==> src/rtl/dual_timer8.sv <==
module dual_timer8 (
  input  logic       clk,
  input  logic       rst_n,
  input  logic       tick1,
  input  logic       tick4,
  input  logic       tick16,
  input  logic       tick256,
  input  logic       ext_cnt,
  input  logic [1:0] mode,
  input  logic [1:0] lo_clk,
  input  logic [1:0] hi_clk,
  input  logic [1:0] pwm_len,
  input  logic       ff_from_hi,
  input  logic [7:0] cmp_lo,
  input  logic [7:0] cmp_hi,
  input  logic       run_lo,
  input  logic       run_hi,
  output logic       tff_out,
  output logic       irq_lo,
  output logic       irq_hi,
  output logic       out_disable
);

  localparam logic [1:0] M_DUAL = 2'd0;
  localparam logic [1:0] M_WIDE = 2'd1;
  localparam logic [1:0] M_PPG  = 2'd2;
  localparam logic [1:0] M_PWM  = 2'd3;

  logic [1:0] mode_q, lo_sel_q, hi_sel_q, len_q;
  logic       ffsel_q, ext_q;
  logic [7:0] lo_cnt, hi_cnt, duty_q;
  logic       tff_q, irq_lo_q, irq_hi_q;

  logic [7:0] lo_n, hi_n, duty_n, last;
  logic       tff_n, mlo, mhi, tick_lo, tick_hi;

  wire idle     = ~run_lo & ~run_hi;
  wire ext_edge = ext_cnt & ~ext_q;

  assign last = (len_q == 2'd1) ? 8'd63 : (len_q == 2'd2) ? 8'd127 : 8'd255;

  always_comb begin
    case (lo_sel_q)
      2'd0:    tick_lo = ext_edge;
      2'd1:    tick_lo = tick1;
      2'd2:    tick_lo = tick4;
      default: tick_lo = tick16;
    endcase
  end

  always_comb begin
    lo_n    = lo_cnt;
    hi_n    = hi_cnt;
    duty_n  = run_lo ? duty_q : cmp_lo;
    tff_n   = tff_q;
    mlo     = 1'b0;
    mhi     = 1'b0;
    tick_hi = 1'b0;

    case (mode_q)
      M_DUAL: begin
        if (!run_lo) lo_n = 8'd0;
        else if (tick_lo) begin
          if (lo_cnt == cmp_lo) begin
            lo_n = 8'd0;
            mlo  = 1'b1;
          end else lo_n = lo_cnt + 8'd1;
        end
      end
      M_WIDE: begin
        if (!run_lo) begin
          {hi_n, lo_n} = 16'd0;
          tff_n = 1'b0;
        end else if (tick_lo) begin
          if ({hi_cnt, lo_cnt} == {cmp_hi, cmp_lo}) begin
            {hi_n, lo_n} = 16'd0;
            mhi   = 1'b1;
            tff_n = ~tff_q;
          end else {hi_n, lo_n} = {hi_cnt, lo_cnt} + 16'd1;
        end
      end
      M_PPG: begin
        hi_n = 8'd0;
        if (!run_lo) begin
          lo_n  = 8'd0;
          tff_n = 1'b0;
        end else if (tick_lo) begin
          if (lo_cnt == cmp_hi) begin
            lo_n  = 8'd0;
            mhi   = 1'b1;
            tff_n = ~tff_q;
          end else begin
            lo_n = lo_cnt + 8'd1;
            if (lo_cnt == cmp_lo) begin
              mlo   = 1'b1;
              tff_n = ~tff_q;
            end
          end
        end
      end
      default: begin
        if (!run_lo) lo_n = 8'd0;
        else if (len_q != 2'd0 && tick_lo) begin
          if (lo_cnt == last) begin
            lo_n   = 8'd0;
            duty_n = cmp_lo;
            mlo    = 1'b1;
          end else lo_n = lo_cnt + 8'd1;
        end
        tff_n = run_lo && (len_q != 2'd0) && (lo_n < duty_n);
      end
    endcase

    if (mode_q == M_DUAL || mode_q == M_PWM) begin
      case (hi_sel_q)
        2'd0:    tick_hi = (mode_q == M_DUAL) & mlo;
        2'd1:    tick_hi = tick1;
        2'd2:    tick_hi = tick16;
        default: tick_hi = tick256;
      endcase
      if (!run_hi) hi_n = 8'd0;
      else if (tick_hi) begin
        if (hi_cnt == cmp_hi) begin
          hi_n = 8'd0;
          mhi  = 1'b1;
        end else hi_n = hi_cnt + 8'd1;
      end
    end

    if (mode_q == M_DUAL) begin
      if (idle) tff_n = 1'b0;
      else if (ffsel_q ? mhi : mlo) tff_n = ~tff_q;
    end
  end

  always_ff @(posedge clk or negedge rst_n) begin
    if (!rst_n) begin
      mode_q   <= 2'd0;
      lo_sel_q <= 2'd0;
      hi_sel_q <= 2'd0;
      len_q    <= 2'd0;
      ffsel_q  <= 1'b0;
      ext_q    <= 1'b0;
      lo_cnt   <= 8'd0;
      hi_cnt   <= 8'd0;
      duty_q   <= 8'd0;
      tff_q    <= 1'b0;
      irq_lo_q <= 1'b0;
      irq_hi_q <= 1'b0;
    end else begin
      if (idle) begin
        mode_q  <= mode;
        len_q   <= pwm_len;
        ffsel_q <= ff_from_hi;
      end
      if (!run_lo) lo_sel_q <= lo_clk;
      if (!run_hi) hi_sel_q <= hi_clk;
      ext_q    <= ext_cnt;
      lo_cnt   <= lo_n;
      hi_cnt   <= hi_n;
      duty_q   <= duty_n;
      tff_q    <= tff_n;
      irq_lo_q <= mlo;
      irq_hi_q <= mhi;
    end
  end

  assign tff_out     = tff_q;
  assign irq_lo      = irq_lo_q;
  assign irq_hi      = irq_hi_q;
  assign out_disable = (mode_q == M_PWM);

  a_r2_lo_held_when_stopped: assert property (@(posedge clk) disable iff (!rst_n)
    !run_lo |=> (lo_cnt == 8'd0));

  a_r2_ff_low_when_idle: assert property (@(posedge clk) disable iff (!rst_n)
    idle |=> !tff_q);

  a_r7_carry_only_on_wrap: assert property (@(posedge clk) disable iff (!rst_n)
    (mode_q == M_WIDE && hi_cnt != 8'd0 && hi_cnt != $past(hi_cnt)) |-> ($past(lo_cnt) == 8'hFF));

  a_r8_upper_idle_in_ppg: assert property (@(posedge clk) disable iff (!rst_n)
    (mode_q == M_PPG) |-> (hi_cnt == 8'd0));

  a_r9_pwm_count_in_period: assert property (@(posedge clk) disable iff (!rst_n)
    (mode_q == M_PWM) |-> (lo_cnt <= last));

  a_r10_pwm_high_below_duty: assert property (@(posedge clk) disable iff (!rst_n)
    (mode_q == M_PWM && tff_q) |-> (lo_cnt < duty_q));

endmodule

==> config.mk <==
export PLATFORM = sky130hd
export DESIGN_NAME = dual_timer8
export DESIGN_NICKNAME = d
export VERILOG_FILES = /design/src/rtl/dual_timer8.sv
export SDC_FILE = /design/constraint.sdc
export NUM_CORES = 1
export LEC_CHECK = 0
export ABC_CLOCK_PERIOD_IN_PS = 3700
export BUFFER_PORTS_ARGS = -buffer_cell sky130_fd_sc_hd__clkbuf_2
export CORE_ASPECT_RATIO = 0.5
export CORE_UTILIZATION = 43
export CTS_BUF_LIST = sky130_fd_sc_hd__clkbuf_4 sky130_fd_sc_hd__clkbuf_8
export DETAILED_ROUTE_END_ITERATION = 7
export MAX_ROUTING_LAYER = met4
export PLACE_DENSITY = 0.61
export SLEW_MARGIN = 10
export SYNTH_ARGS = -nofsm -noshare
export SYNTH_HDL_FRONTEND = slang
export SYNTH_SLANG_ARGS = --single-unit
==> constraint.sdc <==
create_clock -name clk -period 3.7 [get_ports clk]
set_input_delay 0.74 -clock clk [delete_from_list [all_inputs] [get_ports clk]]
set_output_delay 0.74 -clock clk [all_outputs]
set_load 0.03 [all_outputs]
# After elaboration in Yosys (flattened, before gate mapping)
# Cells that the tools add are included.
[totals] elab_cells=116 in_bits=34 reg_bits=37 out_inout_bits=4
[classes] eq_ne=17 addsub=3 reduce_logical=10 n_lt_le_gt_ge=1 n_bitwise=7 mux=66
[ops] operator="2-to-1 mux 8 bit" n=28
[ops] operator="equality test 8 bit" n=4
[ops] operator="2-to-1 mux 1 bit" n=31
[ops] operator="one-hot mux 8 bit (3 select lines)" n=1
[ops] operator="adder 16 x 1 -> 16 bit (second input constant)" n=1
[ops] operator="adder 8 x 1 -> 8 bit (second input constant)" n=2
[ops] operator="equality test 16 bit" n=1
[ops] operator="one-hot mux 8 bit (2 select lines)" n=1
[ops] operator="one-hot mux 1 bit (3 select lines)" n=4
[ops] operator="equality test 2 bit (second input constant)" n=5
[ops] operator="inequality test 3 bit (second input constant)" n=3
[ops] operator="equality test 2 x 1 -> 1 bit (second input constant)" n=4
[ops] operator="less-than comparator 8 bit" n=1
[ops] operator="logical NOT 2 bit" n=3
[ops] operator="NOT 1 bit" n=4
[ops] operator="AND 1 bit" n=3
[ops] operator="logical AND 1 bit" n=3
[ops] operator="AND reduction 3 bit" n=1
[ops] operator="OR reduction 3 bit" n=1
[ops] operator="one-hot mux 1 bit (2 select lines)" n=1
[ops] operator="nonzero test 2 bit" n=1
[ops] operator="logical OR 1 bit" n=1

# Longest topological paths before layout
[depth] ltp_word=18 depth_mapped=16

# Worst setup path after synthesis
# No wires, ideal clock.
[synth_timing] kind="input-to-reg" start="input port ext_cnt" end="register tff_q, in the netlist tff_out" stages=15 setup_ps=101 required_time_ps=3599 arrival_ps=3446 slack_ps=154 path_buffers=1 cell_sequence="nor2b_1 -> mux4_2 -> nand2b_1 -> o21ai_1 -> buf_2 -> mux2i_1 -> ha_1 -> a21oi_1 -> nor2b_1 -> o21ai_0 -> nand2_1 -> a2111o_1 -> o221ai_1 -> nor2_1 -> o311ai_2"
[synth_via] elab_chain_cells=16 elab_cells_between_ends=39 classes_between="order compare (1); mux (34); bitwise (2); reduce/logical (2)"
[synth_lines] element="start, declared" line_no="8" rtl="input logic ext_cnt,"
[synth_lines] element="AND 1 bit (*)" line_no="38" rtl="wire ext_edge = ext_cnt & ~ext_q;"
[synth_lines] element="one-hot mux 1 bit (3 select lines) (*)" line_no="43" rtl="case (lo_sel_q)"
[synth_lines] element="logical AND 1 bit" line_no="103" rtl="else if (len_q != 2'd0 && tick_lo) begin"
[synth_lines] element="2-to-1 mux 1 bit" line_no="103"
[synth_lines] element="2-to-1 mux 1 bit" line_no="102" rtl="if (!run_lo) lo_n = 8'd0;"
[synth_lines] element="one-hot mux 1 bit (3 select lines)" line_no="60" rtl="case (mode_q)"
[synth_lines] element="AND 1 bit" line_no="116" rtl="2'd0: tick_hi = (mode_q == M_DUAL) & mlo;"
[synth_lines] element="one-hot mux 1 bit (3 select lines)" line_no="115" rtl="case (hi_sel_q)"
[synth_lines] element="2-to-1 mux 1 bit" line_no="114" rtl="if (mode_q == M_DUAL || mode_q == M_PWM) begin"
[synth_lines] element="2-to-1 mux 1 bit" line_no="122" rtl="else if (tick_hi) begin"
[synth_lines] element="2-to-1 mux 1 bit" line_no="121" rtl="if (!run_hi) hi_n = 8'd0;"
[synth_lines] element="2-to-1 mux 1 bit" line_no="114"
[synth_lines] element="2-to-1 mux 1 bit (2 in series)" line_no="132" rtl="else if (ffsel_q ? mhi : mlo) tff_n = ~tff_q;"
[synth_lines] element="2-to-1 mux 1 bit" line_no="131" rtl="if (idle) tff_n = 1'b0;"
[synth_lines] element="2-to-1 mux 1 bit (*)" line_no="130" rtl="if (mode_q == M_DUAL) begin"
[synth_lines] element="named net tff_n" line_no="35" rtl="logic tff_n, mlo, mhi, tick_lo, tick_hi;"
[synth_lines] element="end signal, assigned" line_no="162" rtl="tff_q <= tff_n;"
[synth_lines] element="end, declared" line_no="32" rtl="logic tff_q, irq_lo_q, irq_hi_q;"
# Mark *: on every way through the listed nets, which the timed path passes. The rest lies on a longest branch. The select of a mux whose other input is x is not followed.
# A chain may end at the register's enable or synchronous reset.

# Worst setup path after layout
# Same ends and word-level chain as after synthesis.

==> metrics.txt <==
status=complete, no violations; largest net degree at the start of global routing=38; Worst Clk Skew=7.53 ps; Num Clock Sinks=37; Reg clk slew, reported paths=70 ps; Startpoint Class=primary input; Worst Hold Class=register to register; YS warnings=0; Mapped Nets=roughly 380; initial antenna violation count=0; Hold Path Cell Cnt=1; worst vdd ir=119 uV; critical path fanouts, max=4; Final Setup Violations=0; Residual DRC=0; placed cell areas=between 0.003 and 0.004 mm2; row count=21; Yosys reg bits=37; CP Capture Type=register; Final Hold Vio Count=0; WS Path Type=primary input to register; Met3 Wirelength=roughly 300 um; final slew viol count=0; 1st-iter DRT viols=195; Max-Cap Viols=0; post-synth top area share=0.310; met2 WL=3430 um; total CTS buffers=5; cts hold-fix bufs=0; effective utilization at floorplan=0.445; GRT Total Usage=0.228; routed wire length=7550 um; die area=0.00730 mm2; first-pass GRT wire length=around 12000 um; Clk Tree Root Cell=clkbuf_8; CTS tree=built; fill count=650; Finished Cell Area=0.00344 mm2; Mapped Area=0.00298 mm2; Routed WL per cell=16.2 um; area leader, netlist=dfrtp_1; LEAKAGE=1.59 nW; syn avg cell area=9.10 um2; H-Tree Depth=2; total power=around 1.1 mW; Layout area overhead=15.3%; Worst EP required=3900 ps; nets@finish=424; M1 WL=about 3800 um; Inserted Diodes=0; TritonRoute pass-1 iters=4; post-synthesis cell type count=56; gr ovfl total=0; final worst slack=219 ps; Power Density=333 mW/mm2; chip width=between 100 and 150 um; final period utilization=0.941; Worst EP arrival=3680 ps; Clock Path Buffers=2; Synth top cells by count=dfrtp_1 (37), o21ai_0 (31), xor2_1 (26); Tmin final=3480 ps; vias in the first global route=2504; post-synthesis sequential area ratio=0.310; share of cells above drive strength 1=0.265; most common flop cell mapped by yosys=dfrtp_1; Peak Freq=287 MHz; worst skew pair latency=a little under 300 ps; Synth Instances=328; post-route ant nets=0; boundary pin count=38; Top Layer Used=met4; routed via count=roughly 2600; vias per std cell=roughly 5.5; worst reg2reg path depth=15; count leader, synth=dfrtp_1; # port buffers=37; global placement routability congestion=around 0.89; top cells by area, synth=dfrtp_1 (31%), xor2_1 (7.6%), ha_1 (6.7%); Worst slew margin=0.330; Post-synth EDFFs=0; Worst Tran Pin Value=1010 ps; pre-CTS WS=-151 ps; dpl hpwl=5810 um; core region area=0.00670 mm2; Die H=60.9 um; ys async rst share=1.00
[metrics by stage]
step,hold WS (ps),setup TNS [ps],cells,util
2_1_floorplan,444,0,328,-
3_3_place_gp,494,-6.17,457,0.495
3_5_place_dp,497,-151,457,0.495
4_1_cts,518,0,464,0.509
5_1_grt,542,-6.71,466,0.514
6_report,513,0,466,0.514
[area by class of cell]
class	instances	area, um2	area share
repair buffers	56	328	0.0953
well taps	92	115	0.0335
multi-input cells	262	1940	0.563
flip-flops and latches	37	926	0.269
inverters	12	45.0	0.0131
clock buffers	7	90.1	0.0262
[cells in the final DEF (no fill, tap or decap), drive strengths merged, types with 6 or more instances in the layout]
cell type,instances
nand3,7
nor2b,8
nor3b,7
buf,19
dfrtp,37
nand2,24
ha,16
mux2i,9
nand4,6
mux2,13
a21oi,16
xnor2,8
nor2,25
and3,10
clkbuf,44
xor2,27
o21ai,32
inv,12
[layer usage]
| metal | up-vias | GRT usage |
|---|---|---|
| met5 | - | - |
| met4 | 0 | 0.0393 |
| li1 | 1267 | - |
| met3 | 4 | 0.0432 |
| met1 | 1251 | 0.303 |
| met2 | 61 | 0.369 |
[timing repair]
item | CTS | global route
gates resized for setup | 0 | 3
buffers inserted | 0 | 2
endpoints found under the setup margin | 0 | 1
[worst paths after layout]
kind                                               from                       to  slack, ps
worst max register to register     len_q[0]$_DFFE_PN0P_        tff_out$_DFF_PN0_        270
max in group asynchronous                         rst_n      duty_q[4]$_DFF_PN0_       2480
worst max-delay path                            ext_cnt        tff_out$_DFF_PN0_        220
min in group asynchronous                         rst_n          ext_q$_DFF_PN0_        610
worst min-delay path            hi_sel_q[1]$_DFFE_PN0N_  hi_sel_q[1]$_DFFE_PN0N_        510
worst min register to register  hi_sel_q[1]$_DFFE_PN0N_  hi_sel_q[1]$_DFFE_PN0N_        510
[worst max-delay path, cell delays in order]
cell,delay (ps)
clkbuf_2,90
nor2b_1,120
mux4_2,520
nor2b_1,210
buf_4,150
nand2_1,70
xor2_1,160
nor2_1,80
ha_1,200
a21oi_1,150
nor2b_1,60
o21ai_0,180
nand2_1,120
a2111o_1,370
o221ai_2,170
nor2_1,70
o311ai_2,200
[state kept, by name, indices dropped and copies added (netlist names)]
name and count:
duty_q 8, ext_q 1, ffsel_q 1, hi_cnt 8, hi_sel_q 2, irq_hi 1
irq_lo 1, len_q 2, lo_cnt 8, lo_sel_q 2, mode_q 2, tff_out 1
[cells by family (layout without fill, tap and decap cells)]
| family | Yosys count | in the layout | synth area share |
|---|---|---|---|
| fa+ha+maj | 16 | 16 | 0.0671 |
| xor+xnor | 35 | 35 | 0.105 |
| buf+inv | 29 | 75 | 0.0465 |
| mux | 23 | 23 | 0.0868 |
| flops | 37 | 37 | 0.310 |
| simple gates | 109 | 109 | 0.199 |
| compound gates | 79 | 79 | 0.185 |
[power breakdown]
group / switching [mW] / internal (mW)
clock: 0.146 / 0.155
combinational: 0.213 / 0.154
sequential: 0.0362 / 0.442
total: 0.395 / 0.751
(Power assumes the default switching activity.)
